$ cat config.mk
export PLATFORM = sky130hd
export DESIGN_NAME = railseq_top
export DESIGN_NICKNAME = d
export VERILOG_FILES = /design/src/rtl/railseq_pkg.sv /design/src/rtl/railseq_div.sv /design/src/rtl/railseq_ramp.sv /design/src/rtl/railseq_vmon.sv /design/src/rtl/railseq_top.sv
export SDC_FILE = /design/constraint.sdc
export NUM_CORES = 1
export LEC_CHECK = 0
export ABC_AREA = 1
export BUFFER_PORTS_ARGS = -buffer_cell sky130_fd_sc_hd__buf_4
export CORE_MARGIN = 8
export CORE_UTILIZATION = 25
export CTS_CLUSTER_DIAMETER = 120
export DETAILED_ROUTE_END_ITERATION = 8
export PLACE_DENSITY = 0.43
export SYNTH_ARGS = -nofsm -noshare
export SYNTH_HDL_FRONTEND = slang
export SYNTH_HIERARCHICAL = 1
export SYNTH_SLANG_ARGS = --single-unit
$ cat constraint.sdc
create_clock -name clk -period 6.8 [get_ports clk]
set_input_delay 0.34 -clock clk [delete_from_list [all_inputs] [get_ports clk]]
set_output_delay 0.34 -clock clk [all_outputs]
set_load 0.01 [all_outputs]
$ cat src/rtl/railseq_pkg.sv
package railseq_pkg;
  typedef enum logic [2:0] {
    ST_IDLE   = 3'd0,
    ST_WAIT   = 3'd1,
    ST_RAMP   = 3'd2,
    ST_REG    = 3'd3,
    ST_DRAIN  = 3'd4,
    ST_LATCH  = 3'd5,
    ST_HICCUP = 3'd6
  } rs_state_e;
endpackage

$ cat src/rtl/railseq_div.sv
// Serial restoring divider: one quotient bit per clock, NUM_W clocks.
module railseq_div #(
  parameter int NUM_W = 12,
  parameter int DEN_W = 16
) (
  input  logic             clk,
  input  logic             rst,
  input  logic             start,
  input  logic [NUM_W-1:0] num,
  input  logic [DEN_W-1:0] den,
  output logic [NUM_W-1:0] quo,
  output logic [DEN_W-1:0] rem,
  output logic             valid
);
  localparam int CW = $clog2(NUM_W + 1);

  logic [NUM_W-1:0] sh_q;
  logic [DEN_W:0]   r_q;
  logic [CW-1:0]    left_q;
  logic             busy_q;
  logic [DEN_W:0]   trial;

  assign trial = {r_q[DEN_W-1:0], sh_q[NUM_W-1]};

  always_ff @(posedge clk) begin
    if (rst) begin
      sh_q   <= '0;
      r_q    <= '0;
      quo    <= '0;
      left_q <= '0;
      busy_q <= 1'b0;
      valid  <= 1'b0;
    end else if (start) begin
      sh_q   <= num;
      r_q    <= '0;
      quo    <= '0;
      left_q <= CW'(NUM_W);
      busy_q <= 1'b1;
      valid  <= 1'b0;
    end else if (busy_q) begin
      if (trial >= {1'b0, den}) begin
        r_q <= trial - {1'b0, den};
        quo <= {quo[NUM_W-2:0], 1'b1};
      end else begin
        r_q <= trial;
        quo <= {quo[NUM_W-2:0], 1'b0};
      end
      sh_q   <= sh_q << 1;
      left_q <= left_q - 1'b1;
      if (left_q == CW'(1)) begin
        busy_q <= 1'b0;
        valid  <= 1'b1;
      end
    end
  end

  assign rem = r_q[DEN_W-1:0];
endmodule

$ cat src/rtl/railseq_ramp.sv
// Reference ramp: adds quotient each tick, plus one when the remainder accumulator wraps.
module railseq_ramp #(
  parameter int CODE_W = 12,
  parameter int TIME_W = 16
) (
  input  logic              clk,
  input  logic              rst,
  input  logic              clr,
  input  logic              start,
  input  logic              tick,
  input  logic [CODE_W-1:0] target,
  input  logic [TIME_W-1:0] len,
  input  logic [CODE_W-1:0] step_q,
  input  logic [TIME_W-1:0] step_r,
  output logic [CODE_W-1:0] vref,
  output logic              done
);
  logic              active_q;
  logic [TIME_W-1:0] k_q;
  logic [TIME_W-1:0] err_q;
  logic [TIME_W:0]   err_n;

  assign err_n = {1'b0, err_q} + {1'b0, step_r};

  always_ff @(posedge clk) begin
    if (rst || clr) begin
      vref     <= '0;
      done     <= 1'b0;
      active_q <= 1'b0;
      k_q      <= '0;
      err_q    <= '0;
    end else if (start) begin
      k_q      <= '0;
      err_q    <= '0;
      done     <= (len == '0);
      active_q <= (len != '0);
      vref     <= (len == '0) ? target : '0;
    end else if (active_q && tick) begin
      k_q <= k_q + 1'b1;
      if (err_n >= {1'b0, len}) begin
        err_q <= TIME_W'(err_n - {1'b0, len});
        vref  <= vref + step_q + 1'b1;
      end else begin
        err_q <= err_n[TIME_W-1:0];
        vref  <= vref + step_q;
      end
      if ((k_q + 1'b1) == len) begin
        active_q <= 1'b0;
        done     <= 1'b1;
      end
    end
  end
endmodule

$ cat src/rtl/railseq_vmon.sv
// Registered digital window compare of the sensed output.
module railseq_vmon #(
  parameter int CODE_W = 12
) (
  input  logic              clk,
  input  logic              rst,
  input  logic [CODE_W-1:0] sample,
  input  logic [CODE_W-1:0] ov_thr,
  input  logic [CODE_W-1:0] uv_thr,
  output logic              ov_hit,
  output logic              uv_hit,
  output logic              in_win
);
  always_ff @(posedge clk) begin
    if (rst) begin
      ov_hit <= 1'b0;
      uv_hit <= 1'b0;
      in_win <= 1'b0;
    end else begin
      ov_hit <= (sample > ov_thr);
      uv_hit <= (sample < uv_thr);
      in_win <= (sample <= ov_thr) && (sample >= uv_thr);
    end
  end
endmodule

$ cat src/rtl/railseq_top.sv
module railseq_top
  import railseq_pkg::*;
#(
  parameter int CODE_W     = 12,
  parameter int TIME_W     = 16,
  parameter int INIT_TICKS = 200
) (
  input  logic              clk,
  input  logic              rst,
  input  logic              tick,
  input  logic              en,
  input  logic [TIME_W-1:0] dly_ticks,
  input  logic [TIME_W-1:0] ramp_ticks,
  input  logic [TIME_W-1:0] hiccup_ticks,
  input  logic [CODE_W-1:0] target_code,
  input  logic [CODE_W-1:0] ov_thr,
  input  logic [CODE_W-1:0] uv_thr,
  input  logic [CODE_W-1:0] vsample,
  input  logic              ov_en,
  input  logic              uv_en,
  input  logic              ov_retry,
  input  logic              uv_retry,
  output logic              rail_on,
  output logic [CODE_W-1:0] vref,
  output logic              pgood,
  output logic              alert,
  output logic              lsd_pulse,
  output logic              ov_flag,
  output logic              uv_flag
);
  localparam int IW    = $clog2(INIT_TICKS + 1);
  localparam int CNT_W = ((IW > TIME_W) ? IW : TIME_W) + 1;
  localparam logic [CNT_W-1:0] INIT_C = CNT_W'(INIT_TICKS);

  rs_state_e         state_q, state_d;
  logic [CNT_W-1:0]  cnt_q;
  logic [CNT_W-1:0]  dly_c, need;
  logic              init_done_q;
  logic              ov_hit, uv_hit, in_win;
  logic              div_valid;
  logic [CODE_W-1:0] step_q;
  logic [TIME_W-1:0] step_r;
  logic              ramp_done;
  logic              ramp_start, ramp_clr, div_start;
  logic              ov_evt, uv_evt;

  railseq_vmon #(.CODE_W(CODE_W)) u_vmon (
    .clk(clk), .rst(rst), .sample(vsample), .ov_thr(ov_thr), .uv_thr(uv_thr),
    .ov_hit(ov_hit), .uv_hit(uv_hit), .in_win(in_win)
  );

  railseq_div #(.NUM_W(CODE_W), .DEN_W(TIME_W)) u_div (
    .clk(clk), .rst(rst), .start(div_start), .num(target_code), .den(ramp_ticks),
    .quo(step_q), .rem(step_r), .valid(div_valid)
  );

  railseq_ramp #(.CODE_W(CODE_W), .TIME_W(TIME_W)) u_ramp (
    .clk(clk), .rst(rst), .clr(ramp_clr), .start(ramp_start), .tick(tick),
    .target(target_code), .len(ramp_ticks), .step_q(step_q), .step_r(step_r),
    .vref(vref), .done(ramp_done)
  );

  // The start-up wait and the delay both begin at enable; the longer one governs.
  assign dly_c = CNT_W'(dly_ticks);
  assign need  = (init_done_q || dly_c > INIT_C) ? dly_c : INIT_C;

  always_comb begin
    state_d = state_q;
    ov_evt  = 1'b0;
    uv_evt  = 1'b0;
    case (state_q)
      ST_IDLE:   state_d = ST_WAIT;
      ST_WAIT:   if (cnt_q >= need && div_valid) state_d = ST_RAMP;
      ST_RAMP: begin
        if (ov_en && ov_hit) begin
          state_d = ST_DRAIN;
          ov_evt  = 1'b1;
        end else if (ramp_done) begin
          state_d = ST_REG;
        end
      end
      ST_REG: begin
        if (ov_en && ov_hit) begin
          state_d = ST_DRAIN;
          ov_evt  = 1'b1;
        end else if (uv_en && uv_hit) begin
          state_d = uv_retry ? ST_HICCUP : ST_LATCH;
          uv_evt  = 1'b1;
        end
      end
      ST_DRAIN:  if (!ov_hit) state_d = ov_retry ? ST_HICCUP : ST_LATCH;
      ST_LATCH:  state_d = ST_LATCH;
      ST_HICCUP: if (cnt_q >= CNT_W'(hiccup_ticks)) state_d = ST_WAIT;
      default:   state_d = ST_IDLE;
    endcase
    if (!en) begin
      state_d = ST_IDLE;
      ov_evt  = 1'b0;
      uv_evt  = 1'b0;
    end
  end

  assign div_start  = (state_d == ST_WAIT) && (state_q != ST_WAIT);
  assign ramp_start = (state_d == ST_RAMP) && (state_q != ST_RAMP);
  assign ramp_clr   = (state_d != ST_RAMP) && (state_d != ST_REG);

  always_ff @(posedge clk) begin
    if (rst) begin
      state_q     <= ST_IDLE;
      cnt_q       <= '0;
      init_done_q <= 1'b0;
      rail_on     <= 1'b0;
      pgood       <= 1'b0;
      alert       <= 1'b0;
      lsd_pulse   <= 1'b0;
      ov_flag     <= 1'b0;
      uv_flag     <= 1'b0;
    end else begin
      state_q <= state_d;
      if (state_d != state_q)
        cnt_q <= '0;
      else if (tick && (state_q == ST_WAIT || state_q == ST_HICCUP))
        cnt_q <= cnt_q + 1'b1;

      if (state_d == ST_IDLE)
        init_done_q <= 1'b0;
      else if (ramp_start)
        init_done_q <= 1'b1;

      rail_on <= (state_d == ST_RAMP) || (state_d == ST_REG);
      pgood   <= (state_d == ST_REG) && in_win;

      if (state_d == ST_DRAIN)
        lsd_pulse <= tick ? ~lsd_pulse : lsd_pulse;
      else
        lsd_pulse <= 1'b0;

      if (state_d == ST_IDLE) begin
        alert   <= 1'b0;
        ov_flag <= 1'b0;
        uv_flag <= 1'b0;
      end else begin
        alert   <= alert | ov_evt | uv_evt;
        ov_flag <= ov_flag | ov_evt;
        uv_flag <= uv_flag | uv_evt;
      end
    end
  end
endmodule

* Yosys cells after proc, flatten, opt, wreduce, memory -nomap -nowiden
Index checks and enable logic that the tools add are counted.
** Cells by class
- Add/subtract/negate cells :: 8
- Magnitude comparators :: 9
- Equal/unequal tests :: 17
- Mux-type cells :: 39
- Bitwise logic cells :: 6
- Reduce and logical (&&, ||, !) cells :: 29
** Operators by type and width (number)
- $mux 12 :: 6
- $ge 17x16->1 :: 4
- $mux 16 :: 3
- $sub 16x16->16 :: 2
- $mux 3 :: 8
- $pmux 3 s7 :: 1
- $add 16x16->17 :: 1
- $add 17x1->17 const B :: 1
- $mux 1 :: 17
- $add 16x1->16 const B :: 1
- $eq 16x16->1 :: 1
- $gt 16x8->1 const B :: 1
- $logic_not 16->1 :: 1
- $reduce_bool 16->1 :: 1
- $add 12x1->12 const B :: 1
- $add 12x12->12 :: 1
- $eq 3x2->1 const B :: 4
- $eq 3x3->1 const B :: 4
- $ge 12x12->1 :: 1
- $gt 12x12->1 :: 1
- $le 12x12->1 :: 1
- $lt 12x12->1 :: 1
- $reduce_or 2->1 :: 6
- $logic_and 1x1->1 :: 10
- 14 further kinds :: 30
** Word-level totals
- Flip-flop bits (word level) :: 122
- Input port bits :: 104
- Output and inout port bits :: 18
- Logic and storage cells :: 132

* Depth between registers and ports, before layout
Gate-level depths: netlist (run 1).
- Word-level depth :: 12
- Mapped depth :: 28
- Gate-level depth less buffers :: 26

* Cells and area by module
Netlist (run 1), hierarchy kept.
** By module, submodules not included
- railseq_ramp :: times used 1, cells an instance 833, area each 5116.2 um^2, seq. area each 920.9 um^2
- railseq_div :: times used 1, cells an instance 474, area each 3130.5 um^2, seq. area each 920.9 um^2
- railseq_top :: times used 1, cells an instance 377, area each 2551.2 um^2, seq. area each 540.5 um^2
- railseq_vmon :: times used 1, cells an instance 128, area each 797.0 um^2, seq. area each 60.1 um^2

* Worst setup path after synthesis (run 1)
OpenSTA, ideal clock, no wires.
- Path type :: input to register
- Start :: in dly_ticks[0]
- End :: reg u_div.sh_q[2]
- Library setup time :: 0.074 ns
- Arrival time :: 3.299 ns
- Data required time :: 6.726 ns
- Path slack :: 3.427 ns
- Stages :: 24
- Path buffers :: 1
- Cells stage by stage :: o31a_1 o311ai_0 nand2_1 inv_1 nor2_1 ha_1 nand2_1 inv_1 nand2_1 nand2_1 nand2_1 nand3_1 nand2_1 nand2_1 nand3_1 nand3_1 nand2_1 o21ai_0 nor3_1 nor2_1 inv_1 clkbuf_1 o221ai_1 a31oi_1
** Between the ends
- Word-level cells in the longest chain between the ends :: 11
- Elaborated cells between the ends (all ways) :: 12
- Classes of those cells :: 2 x order compare; 1 x eq/ne; 5 x mux; 4 x reduce/logical
** RTL lines
- start: declaration :: line railseq_top.sv:12 : input logic [TIME_W-1:0] dly_ticks,
- $gt 16x8->1 :: line railseq_top.sv:65 : assign need = (init_done_q || dly_c > INIT_C) ? dly_c : INIT_C;
- $logic_or 1x1->1 :: line railseq_top.sv:65
- $mux 16 (*) :: line railseq_top.sv:65
- $ge 17x16->1 (*) :: line railseq_top.sv:73 : ST_WAIT: if (cnt_q >= need && div_valid) state_d = ST_RAMP;
- $logic_and 1x1->1 (*) :: line railseq_top.sv:73
- $mux 3 (*) :: line railseq_top.sv:73
- $pmux 3 s7 (*) :: line railseq_top.sv:71 : case (state_q)
- $mux 3 (*) :: line railseq_top.sv:96 : if (!en) begin
- $eq 3x1->1 (*) :: line railseq_top.sv:103 : assign div_start = (state_d == ST_WAIT) && (state_q != ST_WAIT);
- $logic_and 1x1->1 (*) :: line railseq_top.sv:103
- via div_start :: line railseq_top.sv:44 : logic ramp_start, ramp_clr, div_start;
- $mux 12 or $reduce_bool 2->1 (tied branches)
- end signal: assignment :: line railseq_div.sv:34 : sh_q <= num;
- end signal: assignment :: line railseq_div.sv:48 : sh_q <= sh_q << 1;
- end: declaration :: line railseq_div.sv:17 : logic [NUM_W-1:0] sh_q;
Mark *: on every way through the listed nets, which the timed path passes. The rest lies on a longest branch.
A chain may end at the register's enable or synchronous reset.

* Worst setup path after layout (run 1)
- Start :: reg init_done_q
- End :: reg u_ramp.k_q[9]
** Between the ends
- Word-level cells in the longest chain between the ends :: 11
- Elaborated cells between the ends (all ways) :: 14
- Classes of those cells :: 1 x order compare; 3 x eq/ne; 4 x mux; 6 x reduce/logical
** RTL lines
- start: declaration :: line railseq_top.sv:38 : logic init_done_q;
- start signal: assignment :: line railseq_top.sv:111 : init_done_q <= 1'b0;
- start signal: assignment :: line railseq_top.sv:126 : init_done_q <= 1'b0;
- start signal: assignment :: line railseq_top.sv:128 : init_done_q <= 1'b1;
- $logic_or 1x1->1 (*) :: line railseq_top.sv:65
- $mux 16 (*) :: line railseq_top.sv:65
- $ge 17x16->1 (*) :: line railseq_top.sv:73
- $logic_and 1x1->1 (*) :: line railseq_top.sv:73
- $mux 3 (*) :: line railseq_top.sv:73
- $pmux 3 s7 (*) :: line railseq_top.sv:71
- $mux 3 (*) :: line railseq_top.sv:96
- $ne 3x2->1 :: line railseq_top.sv:105 : assign ramp_clr = (state_d != ST_RAMP) && (state_d != ST_REG);
- $logic_and 1x1->1 (*) :: line railseq_top.sv:105
- via ramp_clr :: line railseq_top.sv:44
- $logic_or 1x1->1 (*) :: line railseq_ramp.sv:26 : if (rst || clr) begin
- $reduce_or 2->1 (no source line) (*)
- end signal: assignment :: line railseq_ramp.sv:39 : k_q <= k_q + 1'b1;
- end: declaration :: line railseq_ramp.sv:19 : logic [TIME_W-1:0] k_q;
Marks and branches as above.

==> metrics.yaml, run 1 <==
floorplanning:
  die-area_sq_um: 53500
  die_w_um: 231
  num_io_pins: 122
  rows: 79
  die_h_um: 231
  initial_core_util_pct: 25.1
  coreArea_sq_um: 46200
placed_design:
  dpl-instance-area_sq_um: 13100
  gp_congestion: 0.828
  hpwl_um: 30800
  dp.cells: 2506
  place.port_buffers: 121
cells_and_area:
  area_growth_pct: 18.4
  n_fill_cell: 5125
  seqCellArea_sq_um: 2440
  stdcell_count: 2538
  nets: 2146
  num_antenna_cells: 0
  fin_area_sq_um: 13700
  drive_gt1_share_pct: 15.4
  multi_input_area_sq_um: 7830
route:
  wl_per_cell_um: 14.9
  firstDrtPassIters: 5
  viasPerCell: 4.52
  drt_iter0_drc: 751
  vias: 11481
  routed_wirelength_um: 37800
  ant_nets: 0
  route.detailed.drc: 0
min_path:
  hold_path_class: "input pin to register"
synthesis:
  synth_seq_area_share_pct: 21.1
  synthSimpleGateAreaFrac_pct: 36.0
  syn_inst: 1812
  synth_top_family_by_area: "simple AND/OR/NAND/NOR gates"
  synthXorXnorAreaFrac_pct: 3.99
  syn_area_per_cell_sq_um: 6.40
  synth_seq_cells: 122
  synth_fa_ha_area_share_pct: 13.6
  syn-cell-area_sq_um: 11600
  synth_compound_area_share_pct: 13.7
  synthArstFlopShare_pct: 0
  ys.flop_type: "dfxtp_1"
  synth-edff-count: 0
  syn-num-nets: 2040
  yosysWarningCount: 6
  yosys.cell_types.count: 56
  synthMuxAreaShare_pct: 0.0863
sta:
  hold_violations: 0
  rsz0062_at_grt: "no"
  relSlewSlack_pct: 30.8
  finalSetupTns_ns: 0
  slew_viol_final: 0
  skew_ns: 0.00892
  tightestPinTransition_ns: 1.04
  setup_viol: 0
  fin_crit_sh_pct: 70.9
  min_period_ns: 4.82
  fmax_mhz: 207
  hold_slack_ns: 0.199
critical_path:
  crit_chain: "nor4_1 -> nand2_1 -> inv_1 -> nor2_1 -> ha_1 -> nand2_1 -> nor2_1 -> nand2_1 -> o21ai_1 -> nor2_1 -> nand2_1 -> nand3_1 -> nand3_1 -> nand3_1 -> nor2_1 -> inv_1 -> nor2_1 -> buf_4 -> clkinv_1 -> a21oi_1 -> o21ai_0 -> inv_1"
  cpMostUsedCell: "nor2_1"
  critPathLaunchType: "register"
  worst-path-buf-inv: 5
  end_kind: "register"
  required_ns: 7.18
  crit_type: "register to register"
  slowest_stage: "nor2_1"
  max_stage_delay_ns: 0.60
  crit_arrival_ns: 5.20
  crit_family: "simple AND/OR/NAND/NOR gates"
  path_max_fanout: 17
grt:
  grt_start_max_net_pins: 42
  grt_first_pass_wirelength_um: 60700
  grt_overflow: 0
  track_usage_pct: 14.2
  grt_pass1_vias: 11429
  grt_antenna_before_repair: 0
clocking:
  cts_made_buffers: 17
  htree_levels: 4
  clk_pin_slew_ns: 0.06
  cts_tree: "yes"
  ctsResizeCount: 0
  post_cts_buffers: 0
  clk_latency_ns: 0.43
  clkSinkCount: 122
  clockBufferDepth: 2
  root_buffer: "clkbuf_16"
  cts_hold_buf: 0
power:
  leakage_nw: 6.76
  peakVddDrop_mv: 0.173
  power.total_mw: 2.13
  p_per_area_nw_per_um2: 155
job:
  drv_cap: 0
status:
  status: "complete, no violations"
per-layer routing:
metal / GRT usage, % / vias to the layer above / wire length (um)
li1: - / 6066 / -
met1: 18.8 / 5209 / 18400
met2: 23.8 / 171 / 17700
met3: 2.29 / 35 / 1170
met4: 3.19 / 0 / 578
met5: 0 / - / 0
power by group:
part	internal, mW	switching, mW	leakage (nW)
logic	0.138	0.219	5.47
clock network	0.622	0.400	0.311
registers	0.734	0.0174	0.988
total	1.49	0.637	6.76
worst min-delay path: cells and delay by family:
| kind | cells | cell delay [ns] |
|---|---|---|
| buf+inv | 1 | 0.12 |
| simple gates | 1 | 0.06 |
| compound gates | 1 | 0.06 |
area by class of cell:
cell class | count | share of cell area [%]
multi-input combinational | 1357 | 57.0
sequential | 122 | 17.8
inverter | 294 | 8.08
timing repair buffer | 126 | 6.89
tap | 607 | 5.53
clock buffer | 17 | 3.10
clock inverter | 15 | 1.56
worst paths after layout:
check / from / end / slack (ns) / depth (start not counted)
min: target_code[0] / u_div/sh_q[0]$_SDFFE_PP0P_ / 0.20 / 3
max reg2reg: init_done_q$_SDFFE_PP0P_ / u_ramp/k_q[9]$_SDFFE_PP0P_ / 1.98 / 22
min reg2reg: uv_flag$_SDFF_PP0_ / uv_flag$_SDFF_PP0_ / 0.46 / 2
max: init_done_q$_SDFFE_PP0P_ / u_ramp/k_q[9]$_SDFFE_PP0P_ / 1.98 / 22
Yosys cell counts, types with 2 or more instances:
cell | number | share of area, %
o21bai_1 | 5 | 0.32
a21oi_1 | 120 | 5.2
nand2_4 | 3 | 0.29
dfxtp_1 | 122 | 21
a21o_1 | 9 | 0.58
nor2_4 | 20 | 1.9
nand3_2 | 16 | 1.4
nand2_2 | 30 | 1.6
a21oi_2 | 17 | 1.3
nor3_1 | 19 | 0.82
inv_2 | 17 | 0.55
clkinv_1 | 2 | 0.065
or2_2 | 3 | 0.16
buf_2 | 7 | 0.30
buf_6 | 4 | 0.39
o21ai_1 | 5 | 0.22
nand3b_1 | 10 | 0.65
o21bai_2 | 3 | 0.29
inv_4 | 2 | 0.11
o21ai_2 | 3 | 0.23
ha_1 | 120 | 13
nand3_1 | 124 | 5.4
fa_1 | 4 | 0.69
inv_1 | 273 | 8.8
o221ai_1 | 8 | 0.60
xor2_1 | 29 | 2.2
a31oi_1 | 12 | 0.65
o21ai_0 | 74 | 3.2
nor2_1 | 151 | 4.9
buf_1 | 2 | 0.065
nor4_1 | 4 | 0.22
buf_4 | 2 | 0.13
o21a_1 | 2 | 0.13
a211oi_1 | 4 | 0.26
xnor2_1 | 22 | 1.7
or2_1 | 2 | 0.11
nand2_1 | 467 | 15
o211ai_1 | 6 | 0.39
nor3_2 | 5 | 0.43
nor2_2 | 17 | 0.92
clkbuf_1 | 21 | 0.68
nand4_1 | 32 | 1.7
layout by cell type (no fill, tap or decap), types with 6 or more instances in the layout:
master / instances
o211ai_1: 6
o21ai_0: 74
inv_1: 273
nand3b_1: 10
xnor2_1: 22
xor2_1: 29
nor3_1: 18
nor3_2: 6
nor2_2: 17
a21oi_1: 120
ha_1: 120
nand2_2: 30
nand3_2: 16
clkbuf_16: 17
inv_2: 17
o221ai_1: 8
a21oi_2: 17
nand3_1: 124
a21o_1: 9
dfxtp_1: 122
nor2_1: 151
nand2_1: 467
nor2_4: 20
nand4_1: 32
a31oi_1: 12
buf_4: 126
state kept, by name (all words and copies together), names as in the netlist, 3 cells and up:
name and count:
u_div/r_q 16, u_div/sh_q 12, u_ramp/vref 12, u_div/left_q 4, u_ramp/k_q 16, cnt_q 17
u_div/quo 12, state_q 3, u_ramp/err_q 16
cell families (layout without fill, tap and decap cells):
group / Yosys count / after routing
compound gates: 273 / 273
buf+inv: 333 / 452
xor+xnor: 52 / 52
flops: 122 / 122
fa+ha+maj: 124 / 124
mux: 1 / 1
simple gates: 907 / 907
metrics by stage:
stage / util [%] / worst slack [ns]
3_3_place_gp: 28.3 / 1.75
3_5_place_dp: 28.3 / 1.68
2_1_floorplan: - / 3.43
6_report: 29.7 / 1.98
4_1_cts: 29.7 / 1.88
5_1_grt: 29.7 / 1.44
Note: power is estimated with default switching activity, not from simulation.
==> run 2: changes to the inputs <==
--- a/config.mk
+++ b/config.mk
@@ -5,7 +5,7 @@
 export SDC_FILE = /design/constraint.sdc
 export NUM_CORES = 1
 export LEC_CHECK = 0
-export ABC_AREA = 1
+export ABC_AREA = 0
 export BUFFER_PORTS_ARGS = -buffer_cell sky130_fd_sc_hd__buf_4
 export CORE_MARGIN = 8
 export CORE_UTILIZATION = 25
==> constraint.sdc (replaced) <==
create_clock -name clk -period 4.7 [get_ports clk]
set_input_delay 0.235 -clock clk [delete_from_list [all_inputs] [get_ports clk]]
set_output_delay 0.235 -clock clk [all_outputs]
set_load 0.01 [all_outputs]
==> run 2 against run 1 <==
  * Sequential cell count unchanged
  * Count of clock-buffer cells in the layout increased by 1
  * Global-route usage decreased by 0.63 points
  * Non-clock buffer count increased by 15
  * Register-to-register slack got worse by 1.6 ns
  * Clock skew decreased by 0.0012 ns
==> metrics.yaml, run 2 <==
critical_path:
  endpoint: "u_ramp/vref[11]$_SDFFE_PP0P_"  # was u_ramp/k_q[9]$_SDFFE_PP0P_
  path_max_fanout: 6  # was 17
  end_kind: "register"  # unchanged
  crit_type: "register to register"  # unchanged
  crit_start: "u_div/r_q[0]$_SDFFE_PP0P_"  # was init_done_q$_SDFFE_PP0P_
  r2r_slack_ns: 0.34  # was 1.98 ns
  r2r_start: "u_div/r_q[0]$_SDFFE_PP0P_"  # was init_done_q$_SDFFE_PP0P_
  critPathLaunchType: "register"  # unchanged
  worstRegToRegCells: 17  # was 22
  crit_arrival_ns: 4.69  # was 5.20 ns
  rr_endpoint: "u_ramp/vref[11]$_SDFFE_PP0P_"  # was u_ramp/k_q[9]$_SDFFE_PP0P_
  required_ns: 5.02  # was 7.18 ns
synthesis:
  yosysMostFrequentCell: "nor2_1"  # was nand2_1
  syn-num-nets: 1602  # was 2040
  synth_fa_ha_area_share_pct: 14.6  # was 13.6%
  synthSimpleGateAreaFrac_pct: 22.7  # was 36.0%
  yosys.cell_types.count: 98  # was 56
  synthTopCellsByArea: "dfxtp_1 23%, ha_1 14%, nor2_1 5.7%"  # was dfxtp_1 21%, nand2_1 15%, ha_1 13%
  synth_seq_cells: 122  # unchanged
  syn_inst: 1374  # was 1812
  synth_seq_area_share_pct: 22.5  # was 21.1%
  yosysWarningCount: 6  # unchanged
  synth_top_family_by_area: "simple AND/OR/NAND/NOR gates"  # unchanged
  syn_area_per_cell_sq_um: 7.89  # was 6.40 sq um
  ys.flop_type: "dfxtp_1"  # unchanged
  yosys-top-cells-count: "165 x nor2_1, 122 x dfxtp_1, 120 x ha_1, 105 x inv_1"  # was 467 x nand2_1, 273 x inv_1, 151 x nor2_1, 124 x nand3_1, 122 x dfxtp_1
  synthMuxAreaShare_pct: 4.44  # was 0.0863%
  synth.top_cell.area_share_pct: 22.5  # was 21.1%
  synth-edff-count: 0  # unchanged
  yosys.area.top_type: "dfxtp_1"  # unchanged
  synth_compound_area_share_pct: 21.4  # was 13.7%
  syn-cell-area_sq_um: 10800  # was 11600 sq um
  synthXorXnorAreaFrac_pct: 8.40  # was 3.99%
  synthArstFlopShare_pct: 0  # unchanged
power:
  seqPwrFrac_pct: 37.2  # was 35.2%
  internal-power_mw: 2.00  # was 1.49 mW
  power.share.switching_pct: 31.3  # was 29.9%
  clkPwrFrac_pct: 43.4  # was 48.0%
  p_per_area_nw_per_um2: 225  # was 155 nW/um^2
  leakage_nw: 5.76  # was 6.76 nW
  peakVddDrop_mv: 0.232  # was 0.173 mV
  power.total_mw: 2.92  # was 2.13 mW
  switchingPower_uw: 912  # was 637 uW
  comb_power_share_pct: 19.3  # was 16.8%
route:
  wl_met2_um: 16400  # was 17700 um
  wl_met3_um: 869  # was 1170 um
  drt_iter0_drc: 493  # was 751
  top_layer: "met4"  # unchanged
  routed_wirelength_um: 34300  # was 37800 um
  firstDrtPassIters: 5  # unchanged
  vias: 10042  # was 11.5k
  wl_per_cell_um: 16.5  # was 14.9 um
  wirelength_met1_um: 16300  # was 18400 um
  ant_nets: 0  # unchanged
  route.detailed.drc: 0  # unchanged
  viasPerCell: 4.82  # was 4.52
sta:
  finalSetupTns_ns: 0  # unchanged
  slew_viol_final: 0  # unchanged
  hold_slack_ns: 0.0388  # was 0.199 ns
  relSlewSlack_pct: 40.9  # was 30.8%
  rsz0062_at_grt: "no"  # unchanged
  hold_violations: 0  # unchanged
  fmax_mhz: 229  # was 207 MHz
  tightestPinTransition_ns: 0.887  # was 1.04 ns
  fin_crit_sh_pct: 92.8  # was 70.9%
  skew_ns: 0.00768  # was 0.00892 ns
  min_period_ns: 4.36  # was 4.82 ns
  setup_viol: 0  # unchanged
cells_and_area:
  drive_gt1_share_pct: 14.8  # was 15.4%
  final_common_cell: "nor2_1"  # was nand2_1
  area_growth_pct: 19.6  # was 18.4%
  final_cell_mix: "165 x nor2_1, 140 x buf_4, 121 x dfxtp_1"  # was 467 x nand2_1, 273 x inv_1, 151 x nor2_1
  nets: 1713  # was 2146
  regMostFlops: "cnt_q"  # unchanged
  largest_reg_flops: 17  # unchanged
min_path:
  hold_path_class: "input pin to register"  # unchanged
clocking:
  clkSinkCount: 122  # unchanged
  cts_tree: "yes"  # unchanged
  cts_made_buffers: 17  # unchanged
  cts_hold_buf: 0  # unchanged
  root_buffer: "clkbuf_16"  # unchanged
  htree_levels: 4  # unchanged
  clk_pin_slew_ns: 0.06  # about the same
  clockBufferDepth: 2  # unchanged
  clk_latency_ns: 0.44  # was 0.43 ns
floorplanning:
  die-area_sq_um: 50300  # was 53500 sq um
  die_w_um: 224  # was 231 um
  rows: 76  # was 79
  coreArea_sq_um: 43000  # was 46200 sq um
  num_io_pins: 122  # unchanged
  initial_core_util_pct: 25.2  # was 25.1%
  die_h_um: 224  # was 231 um
grt:
  grt_pass1_vias: 9978  # was 11.4k
  track_usage_pct: 13.5  # was 14.2%
  grt_antenna_before_repair: 1  # was 0
  grt_overflow: 0  # unchanged
  grt_first_pass_wirelength_um: 54400  # was 60700 um
  grt_start_max_net_pins: 49  # was 42
job:
  drv_cap: 0  # unchanged
placed_design:
  hpwl_um: 26900  # was 30800 um
  place.port_buffers: 121  # unchanged
  gp_congestion: 0.832  # was 0.828
status:
  status: "complete, no violations"  # unchanged
## run 2: per-stage QoR
stage	utilization, %	instance area [sq um]	setup slack (ns)	instances
2_1_floorplan	-	10800	0.704	1374
3_3_place_gp	28.8	12400	0.290	2046
3_5_place_dp	28.8	12400	0.233	2046
6_report	30.2	13000	0.337	2084
4_1_cts	30.1	12900	0.209	2078
5_1_grt	30.2	13000	0.0710	2084
## run 2: layout make-up
class	count	area, sq um
fillers	4736	30000
clock buffers	18	439
clock inverters	14	116
flip-flops and latches	122	2440
multi-input cells	1098	7770
well taps	585	732
repair buffers	141	1070
diodes	1	2.50
inverters	105	394
## run 2: how the worst min path moves through the flow
| stage | depth (start not counted) | endpoint | startpoint |
|---|---|---|---|
| 4_1_cts | 3 | u_div/sh_q[0]$_SDFFE_PP0P_ | target_code[0] |
| 6_report | 3 | u_div/sh_q[0]$_SDFFE_PP0P_ | target_code[0] |
| 3_3_place_gp | 1 | pgood$_SDFF_PP0_ | u_vmon/in_win$_SDFF_PP0_ |
| 2_1_floorplan | 1 | u_vmon/ov_hit$_SDFF_PP0_ | rst |
| 3_5_place_dp | 1 | pgood$_SDFF_PP0_ | u_vmon/in_win$_SDFF_PP0_ |
| 5_1_grt | 3 | u_div/sh_q[4]$_SDFFE_PP0P_ | target_code[4] |
## run 2: repair_timing
action	4_1_cts	5_1_grt
buffers inserted	0	5
resized for setup	0	1
setup endpoints to repair	0	14
## run 2: power groups by stage
| stage | clock [mW] | sequential [mW] | combinational, mW |
|---|---|---|---|
| floorplan | 0 | 1.09 | 0.389 |
| global placement | 0 | 1.11 | 0.557 |
| detailed placement | 0 | 1.11 | 0.562 |
| CTS | 1.32 | 1.09 | 0.565 |
| global route | 1.35 | 1.09 | 0.629 |
| finish | 1.27 | 1.09 | 0.564 |
## run 2: logic make-up after synthesis
| family | Yosys count |
|---|---|
| simple gates | 485 |
| compound gates | 337 |
| buf+inv | 154 |
| fa+ha+maj | 124 |
| flops | 122 |
| xor+xnor | 104 |
| mux | 48 |
## run 2: metal layers
layer | up-vias | GRT usage, %
met2 | 132 | 23.0
met3 | 32 | 1.99
li1 | 5166 | -
met1 | 4712 | 17.5
met4 | 0 | 4.43
met5 | - | 0
## run 2: critical path: stages (launching register included)
cell and delay, ns:
dfxtp_1 0.35, ha_1 0.23, fa_1 0.43, a211oi_2 0.25, o211ai_1 0.20, and3_1 0.24, o21a_1 0.17, nor2_1 0.11
xnor2_1 0.16, ha_1 0.32, a21o_1 0.19, a21oi_1 0.19, o21ai_0 0.14, a22o_1 0.32, o31ai_4 0.39, a211oi_2 0.10
and3_1 0.17, or3_1 0.30
==> run 3: changes to the inputs <==
--- a/config.mk
+++ b/config.mk
@@ -6,12 +6,13 @@
 export NUM_CORES = 1
 export LEC_CHECK = 0
 export ABC_AREA = 0
-export BUFFER_PORTS_ARGS = -buffer_cell sky130_fd_sc_hd__buf_4
 export CORE_MARGIN = 8
 export CORE_UTILIZATION = 25
 export CTS_CLUSTER_DIAMETER = 120
 export DETAILED_ROUTE_END_ITERATION = 8
-export PLACE_DENSITY = 0.43
+export DONT_BUFFER_PORTS = 1
+export PLACE_DENSITY = 0.4
+export SLEW_MARGIN = 40
 export SYNTH_ARGS = -nofsm -noshare
 export SYNTH_HDL_FRONTEND = slang
 export SYNTH_HIERARCHICAL = 1
==> run 3 against run 2 <==
  * Combinational power is 15% lower
  * First-iteration DRC count decreased by 24%
  * Power up 4.3%
  * Sequential cell count unchanged
  * Die area stayed put
  * Routed wire length down 0.34%
  * Sequential share of layout area up 1.1 points
  * Non-clock buffer count is 111 lower
  * Global-route usage is essentially flat
  * Clock power rose by 17%
  * Count of clock-buffer cells in the layout grew 3
  * Via count down 4.8%
  * Largest power group unchanged
==> metrics.yaml, run 3 (synthesis results as in run 2) <==
clocking:
  clkSinkCount: 122  # unchanged
  clk_latency_ns: 0.44  # about the same
  htree_levels: 4  # unchanged
  clk_pin_slew_ns: 0.06  # about the same
  root_buffer: "clkbuf_16"  # unchanged
  clockBufferDepth: 2  # unchanged
  cts_tree: "yes"  # unchanged
  cts_made_buffers: 17  # unchanged
sta:
  fin_crit_sh_pct: 94.1  # was 92.8%
  min_period_ns: 4.42  # was 4.36 ns
  tightestPinTransition_ns: 0.702  # was 0.887 ns
  skew_ns: 0.0114  # was 0.00768 ns
  worst_slack_ns: 0.275  # was 0.337 ns
  rsz0062_at_grt: "no"  # unchanged
  hold_violations: 0  # unchanged
  finalSetupTns_ns: 0  # unchanged
  slew_viol_final: 0  # unchanged
  fmax_mhz: 226  # was 229 MHz
  relSlewSlack_pct: 53.2  # was 40.9%
  setup_viol: 0  # unchanged
grt:
  grt_antenna_before_repair: 1  # unchanged
  grt_start_max_net_pins: 42  # was 49
  track_usage_pct: 13.5  # about the same
  grt_first_pass_wirelength_um: 53700  # was 54400 um
  grt_overflow: 0  # unchanged
  grt_pass1_vias: 9398  # was 9978
min_path:
  hold_end: "ov_flag$_SDFF_PP0_"  # was u_div/sh_q[0]$_SDFFE_PP0P_
  hold_path.startpoint: "ov_en"  # was target_code[0]
  hold_path_class: "input pin to register"  # unchanged
  hold_path_depth: 2  # was 3
cells_and_area:
  final_common_cell: "nor2_1"  # unchanged
  drive_gt1_share_pct: 7.14  # was 14.8%
  regMostFlops: "cnt_q"  # unchanged
  num_antenna_cells: 0  # was 1
  final_cell_mix: "165 x nor2_1, 121 x dfxtp_1, 120 x ha_1"  # was 165 x nor2_1, 140 x buf_4, 121 x dfxtp_1
  nets: 1602  # was 1713
  area_growth_pct: 13.2  # was 19.6%
  utilization_pct: 28.6  # was 30.2%
  largest_reg_flops: 17  # unchanged
  stdcell_count: 1971  # was 2084
  n_fill_cell: 4712  # was 4736
critical_path:
  end_kind: "register"  # unchanged
  rr_endpoint: "u_ramp/vref[11]$_SDFFE_PP0P_"  # unchanged
  critPathLaunchType: "register"  # unchanged
  r2r_slack_ns: 0.28  # was 0.34 ns
  crit_arrival_ns: 4.75  # was 4.69 ns
  path_max_fanout: 7  # was 6
  r2r_start: "u_div/r_q[0]$_SDFFE_PP0P_"  # unchanged
  required_ns: 5.02  # about the same
  worstRegToRegCells: 17  # unchanged
  crit_type: "register to register"  # unchanged
power:
  power.total_mw: 3.04  # was 2.92 mW
  p_per_area_nw_per_um2: 248  # was 225 nW/um^2
  leakage_nw: 5.27  # was 5.76 nW
  peakVddDrop_mv: 0.252  # was 0.232 mV
floorplanning:
  num_io_pins: 122  # unchanged
  die_h_um: 224  # unchanged
  rows: 76  # unchanged
  initial_core_util_pct: 25.2  # unchanged
  coreArea_sq_um: 43000  # unchanged
  die-area_sq_um: 50300  # unchanged
  die_w_um: 224  # unchanged
placed_design:
  pre_cts_slack_ns: 0.198  # was 0.233 ns
  place.port_buffers: 0  # was 121
  gp_congestion: 0.807  # was 0.832
  dp.cells: 1925  # was 2046
  hpwl_um: 26700  # was 26900 um
route:
  drt_iter0_drc: 373  # was 493
  routed_wirelength_um: 34200  # was 34300 um
  firstDrtPassIters: 5  # unchanged
  vias: 9563  # was 10.0k
  route.detailed.drc: 0  # unchanged
  wl_per_cell_um: 17.4  # was 16.5 um
  ant_nets: 0  # unchanged
  viasPerCell: 4.85  # was 4.82
job:
  drv_cap: 0  # unchanged
status:
  status: "complete, no violations"  # unchanged
==> run 3: report_power, final <==
| part | switching [mW] | total (mW) | leakage (nW) | internal [mW] |
|---|---|---|---|---|
| logic | 0.276 | 0.482 | 3.97 | 0.206 |
| registers | 0.0294 | 1.09 | 0.988 | 1.06 |
| clock network | 0.533 | 1.48 | 0.312 | 0.942 |
==> run 3: area by class of cell <==
type | count | area [sq um] | area share [%]
sequential | 122 | 2440 | 19.9
tap | 585 | 732 | 5.96
clock buffer | 21 | 480 | 3.91
clock inverter | 10 | 163 | 1.33
multi-input combinational | 1098 | 7790 | 63.5
timing repair buffer | 30 | 273 | 2.22
inverter | 105 | 394 | 3.21
==> run 3: worst max-delay path by stage <==
stage,startpoint,end,slack (ns),cells after the start
floorplan,u_div/r_q[0]$_SDFFE_PP0P_,u_ramp/vref[11]$_SDFFE_PP0P_,0.70,17
global placement,u_div/r_q[0]$_SDFFE_PP0P_,u_ramp/vref[11]$_SDFFE_PP0P_,0.23,17
detailed placement,u_div/r_q[0]$_SDFFE_PP0P_,u_ramp/vref[11]$_SDFFE_PP0P_,0.20,17
CTS,u_div/r_q[0]$_SDFFE_PP0P_,u_ramp/vref[1]$_SDFFE_PP0P_,0.16,18
global route,u_div/r_q[0]$_SDFFE_PP0P_,u_ramp/err_q[13]$_SDFFE_PP0P_,0.02,18
finish,u_div/r_q[0]$_SDFFE_PP0P_,u_ramp/vref[11]$_SDFFE_PP0P_,0.28,17
==> run 3: repair_timing <==
item / in CTS / in global routing
buffers inserted: 0 / 2
gates resized for setup: 0 / 2
endpoints found under the setup margin: 0 / 25
endpoints found under the hold margin: 34 / 0
hold buffers: 13 / 0
==> run 3: critical path, stage by stage, from the launching register on <==
cell and delay (ns):
dfxtp_1 0.35, ha_1 0.24, fa_1 0.43, a211oi_2 0.27, o211ai_1 0.21, a31oi_1 0.25, o22ai_1 0.15, a31oi_1 0.22
xnor2_1 0.18, ha_1 0.35, nand3_1 0.14, nor2_1 0.07, a31oi_1 0.19, nand3_2 0.23, o31ai_4 0.46, a211oi_2 0.10
and3_1 0.17, or3_1 0.29
==> run 3: stage by stage <==
| stage | area (sq um) | hold slack, ns |
|---|---|---|
| floorplan | 10800 | 0.307 |
| global placement | 11500 | 0.312 |
| detailed placement | 11500 | 0.311 |
| CTS | 12200 | 0.000773 |
| global route | 12300 | 0.0104 |
| finish | 12300 | 0.0345 |
==> run 3: routing by layer <==
layer  vias to the layer above  GRT usage (%)  wire length [um]
met2                       116           23.1             16500
met3                        34           2.44               879
met1                      4454           17.0             16100
met5                         -              0                12
met4                         2           4.54               731
li1                       4957              -                 -
